$ cat src/rtl/pk_pkg.sv
package pk_pkg;

  typedef enum logic {
    ARR_SAME = 1'b0,
    ARR_OPP  = 1'b1
  } arr_tag_e;

endpackage

$ cat src/rtl/pk_scan_ctrl.sv
module pk_scan_ctrl #(
  parameter int N = 8
) (
  input  logic clk,
  input  logic rst_n,
  input  logic start,
  input  logic valid,
  output logic accept,
  output logic first,
  output logic last
);
  localparam int TOTAL = 2 * N * N;
  localparam int CW    = $clog2(TOTAL + 1);

  logic          active;
  logic [CW-1:0] cnt;
  logic [CW-1:0] cnt_eff;

  // a start strobe rewinds the count in the same cycle
  assign cnt_eff = start ? '0 : cnt;
  assign accept  = valid && (active || start);
  assign first   = accept && (cnt_eff == '0);
  assign last    = accept && (cnt_eff == CW'(TOTAL - 1));

  always_ff @(posedge clk or negedge rst_n) begin
    if (!rst_n) begin
      active <= 1'b0;
      cnt    <= '0;
    end else if (accept) begin
      active <= !last;
      cnt    <= last ? '0 : cnt_eff + CW'(1);
    end else if (start) begin
      active <= 1'b1;
      cnt    <= '0;
    end
  end

endmodule

$ cat src/rtl/pk_max_track.sv
module pk_max_track
  import pk_pkg::*;
#(
  parameter int W  = 12,
  parameter int IW = 3
) (
  input  logic          clk,
  input  logic          rst_n,
  input  logic          accept,
  input  logic          first,
  input  arr_tag_e      arr,
  input  logic [IW-1:0] row,
  input  logic [IW-1:0] col,
  input  logic [W-1:0]  val,
  output logic          take,
  output arr_tag_e      cand_arr,
  output logic [IW-1:0] cand_row,
  output logic [IW-1:0] cand_col,
  output logic          cand_neg
);
  // unsigned magnitude; the full-scale negative maps to 2^(W-1)
  function automatic logic [W-1:0] mag_of(input logic [W-1:0] v);
    return v[W-1] ? (~v + W'(1)) : v;
  endfunction

  logic [W-1:0]  best_mag;
  arr_tag_e      best_arr;
  logic [IW-1:0] best_row;
  logic [IW-1:0] best_col;
  logic          best_neg;
  logic [W-1:0]  new_mag;

  assign new_mag = mag_of(val);
  // strict compare keeps the earliest of equal peaks
  assign take    = accept && (first || (new_mag > best_mag));

  always_comb begin
    if (take) begin
      cand_arr = arr;
      cand_row = row;
      cand_col = col;
      cand_neg = val[W-1];
    end else begin
      cand_arr = best_arr;
      cand_row = best_row;
      cand_col = best_col;
      cand_neg = best_neg;
    end
  end

  always_ff @(posedge clk or negedge rst_n) begin
    if (!rst_n) begin
      best_mag <= '0;
      best_arr <= ARR_SAME;
      best_row <= '0;
      best_col <= '0;
      best_neg <= 1'b0;
    end else if (take) begin
      best_mag <= new_mag;
      best_arr <= arr;
      best_row <= row;
      best_col <= col;
      best_neg <= val[W-1];
    end
  end

endmodule

$ cat src/rtl/pk_vec_form.sv
module pk_vec_form
  import pk_pkg::*;
#(
  parameter int IW    = 3,
  parameter int VW    = 4,
  parameter int BOUND = 6
) (
  input  arr_tag_e      arr,
  input  logic [IW-1:0] row,
  input  logic [IW-1:0] col,
  input  logic          neg,
  output logic [VW-1:0] dx,
  output logic [VW-1:0] dy,
  output logic          fallback
);
  function automatic logic [VW-1:0] apply_sign(input logic [IW-1:0] m,
                                               input logic          flip);
    logic [VW-1:0] wide;
    wide = {1'b0, m};
    return flip ? (~wide + VW'(1)) : wide;
  endfunction

  logic x_neg;
  logic y_neg;

  assign x_neg    = neg;
  // array 0 moves both axes together, array 1 moves them oppositely
  assign y_neg    = (arr == ARR_SAME) ? neg : !neg;
  assign fallback = (int'(row) > BOUND) || (int'(col) > BOUND);

  always_comb begin
    if (fallback) begin
      dx = '0;
      dy = '0;
    end else begin
      dx = apply_sign(col, x_neg);
      dy = apply_sign(row, y_neg);
    end
  end

endmodule

$ cat src/rtl/pk_motion_peak.sv
module pk_motion_peak
  import pk_pkg::*;
#(
  parameter int N     = 8,
  parameter int W     = 12,
  parameter int BOUND = N - 2,
  parameter int IW    = $clog2(N),
  parameter int VW    = IW + 1
) (
  input  logic          clk,
  input  logic          rst_n,
  input  logic          blk_start,
  input  logic          smp_valid,
  input  logic          smp_arr,
  input  logic [IW-1:0] smp_row,
  input  logic [IW-1:0] smp_col,
  input  logic [W-1:0]  smp_val,
  output logic          res_done,
  output logic [VW-1:0] res_dx,
  output logic [VW-1:0] res_dy,
  output logic          res_fallback
);
  logic          ev_accept;
  logic          ev_first;
  logic          ev_last;
  logic          ev_take;
  arr_tag_e      cand_arr;
  logic [IW-1:0] cand_row;
  logic [IW-1:0] cand_col;
  logic          cand_neg;
  logic [VW-1:0] nx_dx;
  logic [VW-1:0] nx_dy;
  logic          nx_fb;

  pk_scan_ctrl #(.N(N)) u_ctrl (
    .clk    (clk),
    .rst_n  (rst_n),
    .start  (blk_start),
    .valid  (smp_valid),
    .accept (ev_accept),
    .first  (ev_first),
    .last   (ev_last)
  );

  pk_max_track #(.W(W), .IW(IW)) u_track (
    .clk      (clk),
    .rst_n    (rst_n),
    .accept   (ev_accept),
    .first    (ev_first),
    .arr      (arr_tag_e'(smp_arr)),
    .row      (smp_row),
    .col      (smp_col),
    .val      (smp_val),
    .take     (ev_take),
    .cand_arr (cand_arr),
    .cand_row (cand_row),
    .cand_col (cand_col),
    .cand_neg (cand_neg)
  );

  pk_vec_form #(.IW(IW), .VW(VW), .BOUND(BOUND)) u_vec (
    .arr      (cand_arr),
    .row      (cand_row),
    .col      (cand_col),
    .neg      (cand_neg),
    .dx       (nx_dx),
    .dy       (nx_dy),
    .fallback (nx_fb)
  );

  always_ff @(posedge clk or negedge rst_n) begin
    if (!rst_n) begin
      res_done     <= 1'b0;
      res_dx       <= '0;
      res_dy       <= '0;
      res_fallback <= 1'b0;
    end else begin
      res_done <= ev_last;
      if (ev_last) begin
        res_dx       <= nx_dx;
        res_dy       <= nx_dy;
        res_fallback <= nx_fb;
      end
    end
  end

endmodule

$ cat config.mk
export PLATFORM = sky130hd
export DESIGN_NAME = pk_motion_peak
export DESIGN_NICKNAME = d
export VERILOG_FILES = /design/src/rtl/pk_pkg.sv /design/src/rtl/pk_scan_ctrl.sv /design/src/rtl/pk_max_track.sv /design/src/rtl/pk_vec_form.sv /design/src/rtl/pk_motion_peak.sv
export SDC_FILE = /design/constraint.sdc
export NUM_CORES = 1
export LEC_CHECK = 0
export CAP_MARGIN = 20
export CELL_PAD_IN_SITES_DETAIL_PLACEMENT = 0
export CELL_PAD_IN_SITES_GLOBAL_PLACEMENT = 2
export CORE_MARGIN = 2
export CORE_UTILIZATION = 37
export CTS_CLUSTER_DIAMETER = 30
export DETAILED_ROUTE_END_ITERATION = 7
export GPL_TIMING_DRIVEN = 0
export PLACE_DENSITY_LB_ADDON = 0.05
export SLEW_MARGIN = 20
export SYNTH_ARGS = -nofsm -noshare
export SYNTH_HDL_FRONTEND = slang
export SYNTH_SLANG_ARGS = --single-unit
export TNS_END_PERCENT = 50
$ cat constraint.sdc
create_clock -name clk -period 6 [get_ports clk]
set_clock_uncertainty 0.2 [all_clocks]
set_input_delay 0.9 -clock clk [delete_from_list [all_inputs] [get_ports clk]]
set_output_delay 0.9 -clock clk [all_outputs]
set_load 0.01 [all_outputs]
==> flow_metrics.env <==
export IMPL_synth_xor_area_share_pct=7.53
export IMPL_portBuffers=30
export IMPL_min_period_ns=5.29
export IMPL_cp_required_ns=5.99
export IMPL_worstMarginPinSlew_ns=0.476
export IMPL_grtUsageTotal_pct=15.1
export IMPL_ff2ff_path_depth=11
export IMPL_grt_overflow_total=0
export IMPL_cts_buffers=5
export IMPL_pwr_share_comb_pct=34.6
export IMPL_fmax_ghz=0.189
export IMPL_syn2layout_area_growth_pct=20.3
export IMPL_p_int_uw=496
export IMPL_cp_end_kind="flop"
export IMPL_yosysUniqueCellTypes=37
export IMPL_clock_root_buffer="clkbuf_8"
export IMPL_hpwl_um=3980
export IMPL_drc=0
export IMPL_dr_pass1_iters=4
export IMPL_r2r_setup_slack_ns=2.55
export IMPL_detailed_place_area_um2=2850
export IMPL_clk_path_buf_depth=2
export IMPL_synthSimpleGateAreaFrac_pct=15.0
export IMPL_slew_headroom_pct=67.8
export IMPL_synth_top_family_by_area="simple AND/OR/NAND/NOR gates"
export IMPL_cts_sinks=39
export IMPL_clk_pin_slew_ns=0.08
export IMPL_min_path_type="in -> async"
export IMPL_synthesis_area_um2=2440
export IMPL_worstPathArrival_ns=5.28
export IMPL_worst_setup_path_type="in -> reg"
export IMPL_die_w_um=85.2
export IMPL_ys_seq_elements=39
export IMPL_drive_gt1_share_pct=11.7
export IMPL_max_cap_viol_count=0
export IMPL_final_max_slew_viol_count=0
export IMPL_ys_seq_area_share_pct=40.0
export IMPL_die_area_um2=7260
export IMPL_critical_path_startpoint_type="input pin"
export IMPL_grt_start_max_net_pins=31
export IMPL_synth_compound_area_share_pct=13.9
export IMPL_yosysWarnings=0
export IMPL_wl_per_cell_um=14.0
export IMPL_run_status="completed"
export IMPL_final_setup_viol_count=0
export IMPL_cts_tree="done"
export IMPL_synth_area_mux_share_pct=7.53
export IMPL_final_fill_count=616
export IMPL_start_util_pct=38.4
export IMPL_first_global_vias=1803
export IMPL_die_height_um=85.2
export IMPL_r2r_start="u_ctrl.cnt[4]"
export IMPL_cp_max_fo=10
export IMPL_antenna_found_initial=0
export IMPL_fin_ws_ns=0.711
export IMPL_layout_commonest_cell="dfrtp_1"
export IMPL_cts_resized=0
export IMPL_pre_cts_ws_ns=0.365
export IMPL_p_leak_nw=1.31
export IMPL_tns_ns=0
export IMPL_postCtsSetupBuffers=0
export IMPL_totalWireLength_um=5160
export IMPL_power_share_switching_pct=33.8
export IMPL_hold_viol=0
export IMPL_synth_edff_count=0
export IMPL_async_flop_share_pct=100
export IMPL_vias=1845
export IMPL_powerDensity_nw_per_um2=255
export IMPL_avgSynthCellArea_um2=9.69
export IMPL_ios=33
export IMPL_seqPwrFrac_pct=42.4
export IMPL_synth_adder_area_share_pct=9.74
export IMPL_holdBufCountCts=0
export IMPL_min_period_over_period_pct=88.2
export IMPL_nets=332
export IMPL_diodes=0
export IMPL_finalInstanceArea_um2=2940
export IMPL_synthFlopType="dfrtp_1"
export IMPL_fp_coreArea_um2=6350
export IMPL_multiInputGateArea_um2=1310
export IMPL_rows=29
export IMPL_synthesis_nets=294
export IMPL_htree_num_levels=2
export IMPL_r2r_end="res_fallback"
export IMPL_crit_start="smp_val[3]"
export IMPL_clock_power_share_pct=23.0
export IMPL_seq_area_um2=976
export IMPL_syn_inst=252
export IMPL_rsz0062_at_grt="false"
export IMPL_mostFrequentLayoutCells="dfrtp_1 (39), nand2_1 (31), clkdlybuf4s50_1 (29)"
export IMPL_dr_first_iter_drc_count=95
export IMPL_viasPerCell=5.01
export IMPL_insertion_delay_ns=0.29
export IMPL_postRouteAntennaNets=0
export IMPL_place_congestion=0.757
export IMPL_vdd_drop_max_mv=0.142
export IMPL_grt_first_pass_wirelength_um=8740
export IMPL_switchingPower_uw=253
==> metrics by stage <==
stage	std cells	hold WS (ns)	total power [mW]	util (%)
CTS	368	0.278	0.761	46.2
global placement	359	0.270	0.584	44.7
global route	368	0.282	0.813	46.2
detailed placement	360	0.277	0.584	44.9
finish	368	0.279	0.749	46.2
floorplan	252	0.285	0.508	-
==> critical path, cell delays in order <==
cell	delay [ns]
clkdlybuf4s50_1	0.45
or3_1	0.42
or3b_1	0.40
or2_1	0.24
o41ai_2	0.24
xnor2_1	0.14
ha_1	0.32
nand4_1	0.15
nor2_1	0.14
a22oi_1	0.09
a21oi_2	0.24
buf_6	0.19
mux2i_1	0.39
ha_1	0.25
o22ai_1	0.07
mux2_2	0.36
mux2_2	0.29
==> power by group through the flow <==
stage / Combinational [mW] / Clock (mW) / Sequential, mW
after floorplan: 0.191 / 0 / 0.318
after global placement: 0.261 / 0 / 0.323
after detailed placement: 0.261 / 0 / 0.323
after CTS: 0.262 / 0.181 / 0.318
after global routing: 0.299 / 0.192 / 0.323
final: 0.259 / 0.172 / 0.318
==> flip-flops by register name (all words and copies together) (netlist names) <==
| register | cells |
|---|---|
| res_done | 1 |
| res_dx | 4 |
| res_dy | 4 |
| res_fallback | 1 |
| u_ctrl.active | 1 |
| u_ctrl.cnt | 8 |
| u_track.best_arr | 1 |
| u_track.best_col | 3 |
| u_track.best_mag | 12 |
| u_track.best_neg | 1 |
| u_track.best_row | 3 |
==> cell type report <==
type | instances | share of cell area (%)
Buffer | 10 | 2.56
Clock buffer | 5 | 2.34
Clock inverter | 3 | 0.511
Inverter | 21 | 2.68
Multi-Input combinational cell | 182 | 44.7
Sequential cell | 39 | 33.2
Tap cell | 77 | 3.28
Timing Repair Buffer | 31 | 10.7
==> synthesized netlist by cell type (all sizes together) (3+ instances only) <==
cell type	count	area (um2)
nand2b	7	43.8
nor2b	4	25.0
a21oi	11	58.8
or3	4	25.0
ha	19	238
nand3	3	15.0
nand2	31	116
xor2	6	52.6
o31ai	15	123
xnor2	15	131
dfrtp	39	976
inv	21	78.8
nor2	10	37.5
a21o	3	22.5
buf	7	63.8
mux2i	6	60.1
o21ai	15	75.1
nand4	5	31.3
clkbuf	3	11.3
nor3	4	20.0
mux2	11	124
==> kinds of logic (layout without fill, tap and decap cells) <==
kind of cell,Yosys count,count (layout)
muxes,17,17
DFF,39,39
AOI/OAI and AO/OA,51,51
adders and majority gates,19,19
xor gates and xnor gates,21,21
and+or+nand+nor,74,74
buffers and inverters,31,70
==> per-layer routing <==
metal  track usage, %  share of wire, %  up-vias
met5                0                 0        -
met4             3.90               1.0        0
met3             3.02               3.2        5
met2             22.7                44       17
met1             22.3                52      872
li1                 -                 -      951
==> worst max-delay path by stage <==
stage | slack [ns] | to
after global placement | 0.35 | res_fallback
final | 0.71 | res_fallback
after floorplan | 1.24 | res_fallback
after global routing | 0.47 | res_dy[1]
after CTS | 0.68 | res_fallback
after detailed placement | 0.37 | res_fallback
Note: power is estimated with default switching activity, not from simulation.
